## src/rtl/ipl_pkg.sv

```systemverilog
package ipl_pkg;
  localparam int LEVELS  = 8;
  localparam int LVL_W   = $clog2(LEVELS);
  localparam int BUS_LO  = 4;
  localparam int NBUS    = LEVELS - BUS_LO;
  localparam int BIDX_W  = $clog2(NBUS);
  localparam int PBASE   = 8;
  localparam int PIRQ_W  = PBASE + LEVELS;
  localparam int VEC_W   = 16;

  typedef struct packed {
    logic             take;
    logic             isBus;
    logic [LVL_W-1:0] level;
  } pickStrobe_t;
endpackage

```

## src/rtl/ipl_ctrl.sv

```systemverilog
module ipl_ctrl
  import ipl_pkg::*;
(
  input  logic              clk,
  input  logic              rstN,
  input  logic              boundary,
  input  logic              trapPending,
  input  logic [LVL_W-1:0]  cpuPriority,
  input  logic [NBUS-1:0]   busReq,
  input  logic [PIRQ_W-1:0] pirqReg,
  output pickStrobe_t       pick
);
  logic             found;
  logic             foundBus;
  logic [LVL_W-1:0] foundLvl;
  logic [LVL_W-1:0] fieldLvl;
  logic             lastTake;
  logic             eligible;

  assign fieldLvl = pirqReg[LVL_W:1];

  // Scan from the top level down; programmed bit before bus request.
  always_comb begin
    found    = 1'b0;
    foundBus = 1'b0;
    foundLvl = '0;
    for (int l = LEVELS - 1; l >= 1; l--) begin
      if (!found && (LVL_W'(l) > cpuPriority)) begin
        if (pirqReg[PBASE + l]) begin
          found    = 1'b1;
          foundLvl = LVL_W'(l);
        end else if (l >= BUS_LO && busReq[BIDX_W'(l - BUS_LO)]) begin
          found    = 1'b1;
          foundBus = 1'b1;
          foundLvl = LVL_W'(l);
        end
      end
    end
    if (!found && (fieldLvl > cpuPriority)) begin
      found    = 1'b1;
      foundLvl = fieldLvl;
    end
  end

  assign eligible = boundary && !trapPending && !lastTake;

  always_comb begin
    pick.take  = eligible && found;
    pick.isBus = eligible && found && foundBus;
    pick.level = foundLvl;
  end

  always_ff @(posedge clk) begin
    if (!rstN) lastTake <= 1'b0;
    else       lastTake <= pick.take;
  end

  // never two takes back to back
  p_no_back_to_back_r8: assert property (@(posedge clk) disable iff (!rstN)
    pick.take |=> !pick.take);
endmodule

```

## src/rtl/ipl_datapath.sv

```systemverilog
module ipl_datapath
  import ipl_pkg::*;
#(
  parameter logic [VEC_W-1:0] PIRQ_VEC = 16'h00A0
)(
  input  logic                       clk,
  input  logic                       rstN,
  input  pickStrobe_t                pick,
  input  logic                       inWait,
  input  logic [NBUS-1:0][VEC_W-1:0] busVec,
  output logic                       grantValid,
  output logic [LVL_W-1:0]           grantLevel,
  output logic [VEC_W-1:0]           grantVector,
  output logic [NBUS-1:0]            ackBus,
  output logic                       wakeUp
);
  logic [LVL_W-1:0]  busOff;
  logic [BIDX_W-1:0] busIdx;
  logic [VEC_W-1:0]  vecSel;

  assign busOff = pick.level - LVL_W'(BUS_LO);
  assign busIdx = busOff[BIDX_W-1:0];
  assign vecSel = pick.isBus ? busVec[busIdx] : PIRQ_VEC;

  always_ff @(posedge clk) begin
    if (!rstN) begin
      grantValid  <= 1'b0;
      grantLevel  <= '0;
      grantVector <= '0;
      ackBus      <= '0;
      wakeUp      <= 1'b0;
    end else begin
      grantValid <= pick.take;
      wakeUp     <= pick.isBus && inWait;
      ackBus     <= '0;
      if (pick.take) begin
        grantLevel  <= pick.level;
        grantVector <= vecSel;
      end
      if (pick.isBus) ackBus[busIdx] <= 1'b1;
    end
  end

  // acknowledge is one-hot and only with a grant
  p_ack_onehot_r5: assert property (@(posedge clk) disable iff (!rstN)
    ($onehot0(ackBus) && (|ackBus -> grantValid)));
  // acknowledge lasts a single cycle
  p_ack_pulse_r5: assert property (@(posedge clk) disable iff (!rstN)
    |ackBus |=> ackBus == '0);
  // a programmed grant carries the fixed vector
  p_pirq_vector_r4: assert property (@(posedge clk) disable iff (!rstN)
    (grantValid && ackBus == '0) |-> grantVector == PIRQ_VEC);
  // wake only with a bus acknowledge
  p_wake_bus_r9: assert property (@(posedge clk) disable iff (!rstN)
    wakeUp |-> |ackBus);
endmodule

```

## src/rtl/ipl_arbiter.sv

```systemverilog
module ipl_arbiter
  import ipl_pkg::*;
(
  input  logic                       clk,
  input  logic                       rstN,
  input  logic                       boundary,
  input  logic                       trapPending,
  input  logic                       inWait,
  input  logic [LVL_W-1:0]           cpuPriority,
  input  logic [NBUS-1:0]            busReq,
  input  logic [NBUS-1:0][VEC_W-1:0] busVec,
  input  logic [PIRQ_W-1:0]          pirqReg,
  output logic                       grantValid,
  output logic [LVL_W-1:0]           grantLevel,
  output logic [VEC_W-1:0]           grantVector,
  output logic [NBUS-1:0]            ackBus,
  output logic                       wakeUp
);
  pickStrobe_t pick;

  ipl_ctrl uCtrl (
    .clk(clk), .rstN(rstN), .boundary(boundary), .trapPending(trapPending),
    .cpuPriority(cpuPriority), .busReq(busReq), .pirqReg(pirqReg), .pick(pick)
  );

  ipl_datapath uData (
    .clk(clk), .rstN(rstN), .pick(pick), .inWait(inWait), .busVec(busVec),
    .grantValid(grantValid), .grantLevel(grantLevel), .grantVector(grantVector),
    .ackBus(ackBus), .wakeUp(wakeUp)
  );

  // a grant follows an untrapped boundary
  p_grant_cause_r6: assert property (@(posedge clk) disable iff (!rstN)
    grantValid |-> ($past(boundary) && !$past(trapPending)));
  // granted level is above the priority at the boundary
  p_level_above_r2: assert property (@(posedge clk) disable iff (!rstN)
    grantValid |-> (grantLevel > $past(cpuPriority)));
endmodule

```

## config.mk

```make
export PLATFORM = sky130hd
export DESIGN_NAME = ipl_arbiter
export DESIGN_NICKNAME = d
export VERILOG_FILES = /design/src/rtl/ipl_pkg.sv /design/src/rtl/ipl_ctrl.sv /design/src/rtl/ipl_datapath.sv /design/src/rtl/ipl_arbiter.sv
export SDC_FILE = /design/constraint.sdc
export NUM_CORES = 1
export LEC_CHECK = 0
export ABC_AREA = 1
export BUFFER_PORTS_ARGS = -buffer_cell sky130_fd_sc_hd__buf_2
export CORE_UTILIZATION = 27
export DETAILED_ROUTE_END_ITERATION = 8
export GPL_TIMING_DRIVEN = 0
export PLACE_DENSITY = 0.74
export SETUP_SLACK_MARGIN = 0.3
export SLEW_MARGIN = 10
export SYNTH_ARGS = -nofsm -noshare
export SYNTH_HDL_FRONTEND = slang
export SYNTH_SLANG_ARGS = --single-unit
```

## constraint.sdc

```tcl
create_clock -name clk -period 1.5 [get_ports clk]
set_input_delay 0.375 -clock clk [delete_from_list [all_inputs] [get_ports clk]]
set_output_delay 0.375 -clock clk [all_outputs]
set_load 0.02 [all_outputs]
```

; ---- Yosys cells after proc, flatten, opt, wreduce, memory -nomap -nowiden
; Cells that the tools add are included.
[word_totals]
ff_bits = 25
word_cells = 86
[op_classes]
n_reduce_logical = 23
add_sub_neg = 1
n_mux = 47
n_lt_le_gt_ge = 10
[op_table]
columns = cell, count
row1 = 3-bit two-way mux, 17
row2 = 16-bit binary-select mux with 2-bit select, 1
row3 = 16-bit two-way mux, 2
row4 = 1-bit two-way mux, 26
row5 = 1-bit logical AND, 13
row6 = 3-bit > comparator (first input constant), 4
row7 = 1-bit zero test, 9
row8 = 2-bit by 3-bit > comparator with 1-bit output (first input constant), 2
row9 = 1-bit by 3-bit > comparator with 1-bit output (first input constant), 1
row10 = 3-bit > comparator, 1
row11 = 2-bit by 3-bit < comparator with 1-bit output (second input constant), 1
row12 = 1-bit demux with 2-bit select, 1
row13 = 2-bit by 1-bit >= comparator with 1-bit output (second input constant), 1
row14 = 2-bit AND reduction, 1
row15 = 2-bit by 1-bit subtractor with 2-bit output (second input constant), 1

; ---- Logic depth before layout (Yosys ltp)
[logic_depth]
word_depth = 28
depth_mapped = 11

; ---- Hierarchy
; From an unflattened synthesis, not the netlist that was laid out.
[unflattened]
hier_cells = 280
hier_area_um2 = 1681.6
[modules_own_cells]
columns = mod, cells_each, area_per_inst_um2, instances
row1 = ipl_datapath, 252, 1508.9, 1
row2 = ipl_ctrl, 28, 172.7, 1

; ---- Worst setup path before layout
; OpenSTA, ideal clock, no wires.
[synth_timing]
path_kind = in2reg
start = input cpuPriority[2]
end = register uData.grantVector[10]
setup_slack_ps = 46
setup_ps = 62
t_arrival_ps = 1392
required_time_ps = 1438
path_stages = 10
cell_sequence = inv_1 > ha_1 > a21oi_2 > nand2_1 > nand2_2 > nand2_4 > nand2_4 > buf_12 > nand2_2 > nor2_2
[synth_between]
elab_chain_len = 27
elab_cells_between_ends = 67
classes_between = 1 x add/sub / 8 x order compare / 42 x mux / 16 x reduce/logical
[synth_rtl]
columns = item, line_no
row1 = from (decl), ipl_arbiter.sv:9  ; input logic [LVL_W-1:0] cpuPriority,
row2 = 3-bit > comparator, ipl_ctrl.sv:28  ; if (!found && (LVL_W'(l) > cpuPriority)) begin
row3 = 1-bit two-way mux, ipl_ctrl.sv:28
row4 = 1-bit zero test, ipl_ctrl.sv:28
row5 = 1-bit logical AND, ipl_ctrl.sv:28
row6 = 1-bit two-way mux, ipl_ctrl.sv:28
row7 = 1-bit two-way mux / 1-bit zero test (equally long branches), "ipl_ctrl.sv:32, ipl_ctrl.sv:28"
row8 = 1-bit two-way mux / 1-bit logical AND (equally long branches), "ipl_ctrl.sv:29, ipl_ctrl.sv:28"
row9 = 1-bit two-way mux, ipl_ctrl.sv:28
row10 = (+11 left out), --
row11 = 1-bit two-way mux, ipl_ctrl.sv:28
row12 = 1-bit zero test, ipl_ctrl.sv:39  ; if (!found && (fieldLvl > cpuPriority)) begin
row13 = 1-bit logical AND, ipl_ctrl.sv:39
row14 = 3-bit two-way mux, ipl_ctrl.sv:39
row15 = 2-bit by 1-bit subtractor with 2-bit output, ipl_datapath.sv:21  ; assign busOff = pick.level - LVL_W'(BUS_LO);
row16 = 16-bit binary-select mux with 2-bit select, ipl_datapath.sv:23  ; assign vecSel = pick.isBus ? busVec[busIdx] : PIRQ_VEC;
row17 = 16-bit two-way mux (implied by the code), ipl_datapath.sv:23
row18 = 16-bit two-way mux, ipl_datapath.sv:23
row19 = to (signal assigned), ipl_datapath.sv:38  ; grantVector <= vecSel;
row20 = to (decl), ipl_datapath.sv:13  ; output logic [VEC_W-1:0] grantVector,
; Several ways; a longest one is shown, not always the timed one. The select of a mux whose other input is x is not followed.
; A chain may end at the register's enable or synchronous reset.

; ---- Worst setup path in the final report
[layout_timing]
start = input pirqReg[3]
end = register uData.grantVector[15]
[layout_between]
elab_chain_len = 7
elab_cells_between_ends = 10
classes_between = 1 x add/sub / 1 x order compare / 5 x mux / 3 x reduce/logical
[layout_rtl]
columns = item, line_no
row1 = from (decl), ipl_arbiter.sv:12  ; input logic [PIRQ_W-1:0] pirqReg,
row2 = 3-bit > comparator (*), ipl_ctrl.sv:39
row3 = 1-bit logical AND (*), ipl_ctrl.sv:39
row4 = 3-bit two-way mux, ipl_ctrl.sv:39
row5 = 2-bit by 1-bit subtractor with 2-bit output, ipl_datapath.sv:21
row6 = 16-bit binary-select mux with 2-bit select, ipl_datapath.sv:23
row7 = 16-bit two-way mux (implied by the code), ipl_datapath.sv:23
row8 = 16-bit two-way mux, ipl_datapath.sv:23
; Every way passes the cells marked *; elsewhere a longest branch is shown, timed or not. The select of a mux whose other input is x is not followed.

==> qor.csv <==
stage,metric,value,unit
sta,Final setup viols,0,
clock_network,CTS Buf Count,3,
yosys,Syn Area/Cell,9.42,um2
finish,multi-input logic area,484,um2
placed_design,placer congestion estimate,0.716,
grt,antenna violations before repair,0,
placed_design,placed cell count,176,
detailed_routing,DRT Wirelength,2050,um
finish,fraction of layout cells with a size suffix above 1,0.796,
detailed_routing,TritonRoute pass-1 iters,5,
yosys,yosys warns,0,
grt,first-pass GRT wire length,3030,um
floorplanning,Die ar.,3510,um2
critical_path,Worst Setup End Kind,register,
floorplanning,Die Width,59.3,um
clock_network,clock sink total,25,
floorplanning,site row count,20,
power,Worst VDD drop,0.000559,V
critical_path,CP max FO,5,
power,Switching Share,0.266,
power,Internal,0.896,mW
yosys,Yosys cell types,15,
clock_network,clock buffer depth,2,
clock_network,H-tree depth,1,
min_path,Hold Path Cell Cnt,3,
detailed_routing,WL per Instance,10.5,um
finish,ANT cells,0,
detailed_routing,via count,786,
clock_network,CTS tree,done,
critical_path,reg2reg path depth,7,
critical_path,Worst EP required,1.71,ns
clock_network,Worst-Skew Late Latency,0.31,ns
finish,final net count,248,
grt,Tot GR Track Use,0.116,
finish,FILL cells,284,
sta,max-slew violations,0,
clock_network,clock root buffer master,clkbuf_4,
critical_path,critical path class,in -> reg,
sta,Final min period,1.20,ns
run_status,status,completed,
critical_path,CP arrival,1.41,ns
floorplanning,Initial Util,0.288,
floorplanning,core outline area,3080,um2
power,Seq pwr share,0.570,
yosys,sequential area share after synthesis,0.565,
sta,fmax,834,MHz
detailed_routing,drt drc,0,
grt,vias in the first global route,715,
detailed_routing,Antenna Violating Nets Remaining,0,
power,Psw,0.324,mW
power,power per cell area,739,nW/um2
clock_network,Worst-path clk slew,0.13,ns
min_path,Hold Crit Class,in -> reg,
finish,Finished Layout Cells,196,
finish,sequential cell area,536,um2
power,leakage,0.751,nW
sta,clock skew,0.00385,ns
placed_design,post-DP HPWL,1360,um
yosys,Cells after Synth,94,
grt,largest net degree at the start of global routing,16,
power,clock power share,0.244,
detailed_routing,vias per cell,4.01,
sta,RSZ-0062 raised after global routing,yes,
sta,final worst path period share,0.800,
job,maxcap violations,0,
power,Comb power frac,0.187,
yosys,"flops & latches, synth",25,
placed_design,Port Buffer Count,34,
floorplanning,I/O pin cnt,117,
critical_path,startpoint types,input port,
grt,total grt overflow,0,
sta,TNS Setup,0,ns
detailed_routing,starting DRC count in detailed routing,19,
sta,final hold vios,0,
floorplanning,Die Span Y,59.3,um
finish,Syn-to-layout area delta,86.3,%
yosys,synthesized area,886,um2
==> synth_stat cells, drive strengths merged <==
library cell	number	area share
a21oi	4	0.027
conb	1	0.0042
nor2	21	0.11
ha	3	0.042
inv	7	0.030
o21ai	4	0.023
dfxtp	25	0.56
buf	2	0.028
nand2	22	0.14
nand3	5	0.028
==> placed cells by master, fill, tap and decap left out, drive strengths merged <==
cell       n
nand3      5
o21ai      4
clkinvlp   1
conb       5
dfxtp     25
a21oi      4
nand2     22
inv        7
ha         3
nor2      21
buf       52
clkbuf     3
==> final timing paths <==
| check | start | endpoint | slack (ns) |
|---|---|---|---|
| worst max-delay path | pirqReg[3] | uData.grantVector[15]$_SDFFE_PN0P_ | 0.30 |
| worst min-delay path | rstN | uData.grantLevel[2]$_SDFFE_PN0P_ | 0.32 |
| worst max register to register | uCtrl.lastTake$_SDFF_PN0_ | uData.grantVector[15]$_SDFFE_PN0P_ | 0.37 |
| worst min register to register | uData.grantVector[4]$_SDFFE_PN0P_ | uData.grantVector[4]$_SDFFE_PN0P_ | 0.46 |
==> critical path, cell delays in order <==
cell	delay [ns]
buf_2	0.12
ha_4	0.29
nand3_2	0.06
nand2_2	0.08
nand2_2	0.06
nand2_4	0.10
nand2_8	0.07
buf_12	0.15
nand2_4	0.06
nor2_4	0.03
==> per-stage QoR <==
| step | setup slack (ns) | util | hold WS (ns) | total power [mW] | cell area [um2] |
|---|---|---|---|---|---|
| 4_1_cts | 0.286 | 0.466 | 0.325 | 1.20 | 1440 |
| 5_1_grt | 0.273 | 0.536 | 0.319 | 1.28 | 1650 |
| 3_5_place_dp | -0.115 | 0.393 | 0.425 | 0.868 | 1210 |
| 6_report | 0.300 | 0.536 | 0.322 | 1.22 | 1650 |
| 2_1_floorplan | 0.124 | - | 0.488 | 0.817 | 983 |
| 3_3_place_gp | -0.0692 | 0.393 | 0.424 | 0.860 | 1210 |
==> cell families after synthesis <==
logic type                 after synthesis  share of synthesized area
buffers and inverters                    9                     0.0579
DFF                                     25                      0.565
other                                    1                    0.00423
AOI/OAI and AO/OA                        8                     0.0494
adders and majority gates                3                     0.0424
and+or+nand+nor                         48                      0.281
==> sequential cells by signal (all words and copies together) (netlist names) <==
signal	cells
uData.grantVector	16
uData.ackBus	4
uData.grantLevel	3
uCtrl.lastTake	1
uData.wakeUp	1
==> per-layer routing <==
| metal | global-route usage | up-vias | share of wire |
|---|---|---|---|
| met1 | 0.134 | 354 | 0.40 |
| met2 | 0.204 | 26 | 0.53 |
| met4 | 0.0102 | 0 | 0.0039 |
| met5 | 0 | - | 0 |
| met3 | 0.0502 | 2 | 0.061 |
| li1 | - | 404 | - |
==> power groups by stage <==
stage               sequential (mW)  combinational (mW)  clock [mW]
finish                        0.695               0.228       0.297
global placement              0.704               0.156           0
floorplan                     0.729              0.0881           0
global route                  0.697               0.246       0.340
CTS                           0.692               0.195       0.309
detailed placement            0.705               0.164           0
==> area by class of cell <==
class                      instances  share of cell area
timing repair buffer              50               0.298
multi-input combinational         64               0.293
buffer                             2              0.0152
clock buffer                       3              0.0136
inverter                           7              0.0174
tap                               44              0.0334
clock inverter                     1             0.00455
sequential                        25               0.324
==> repair_timing <==
item / in CTS / in global routing
pin swaps: 1 / 9
hold buffers: 0 / 0
setup buffers: 9 / 6
cloned: 1 / 0
endpoints found under the setup margin: 30 / 45
gates resized for setup: 40 / 57
Note: power is estimated with default switching activity, not from simulation.
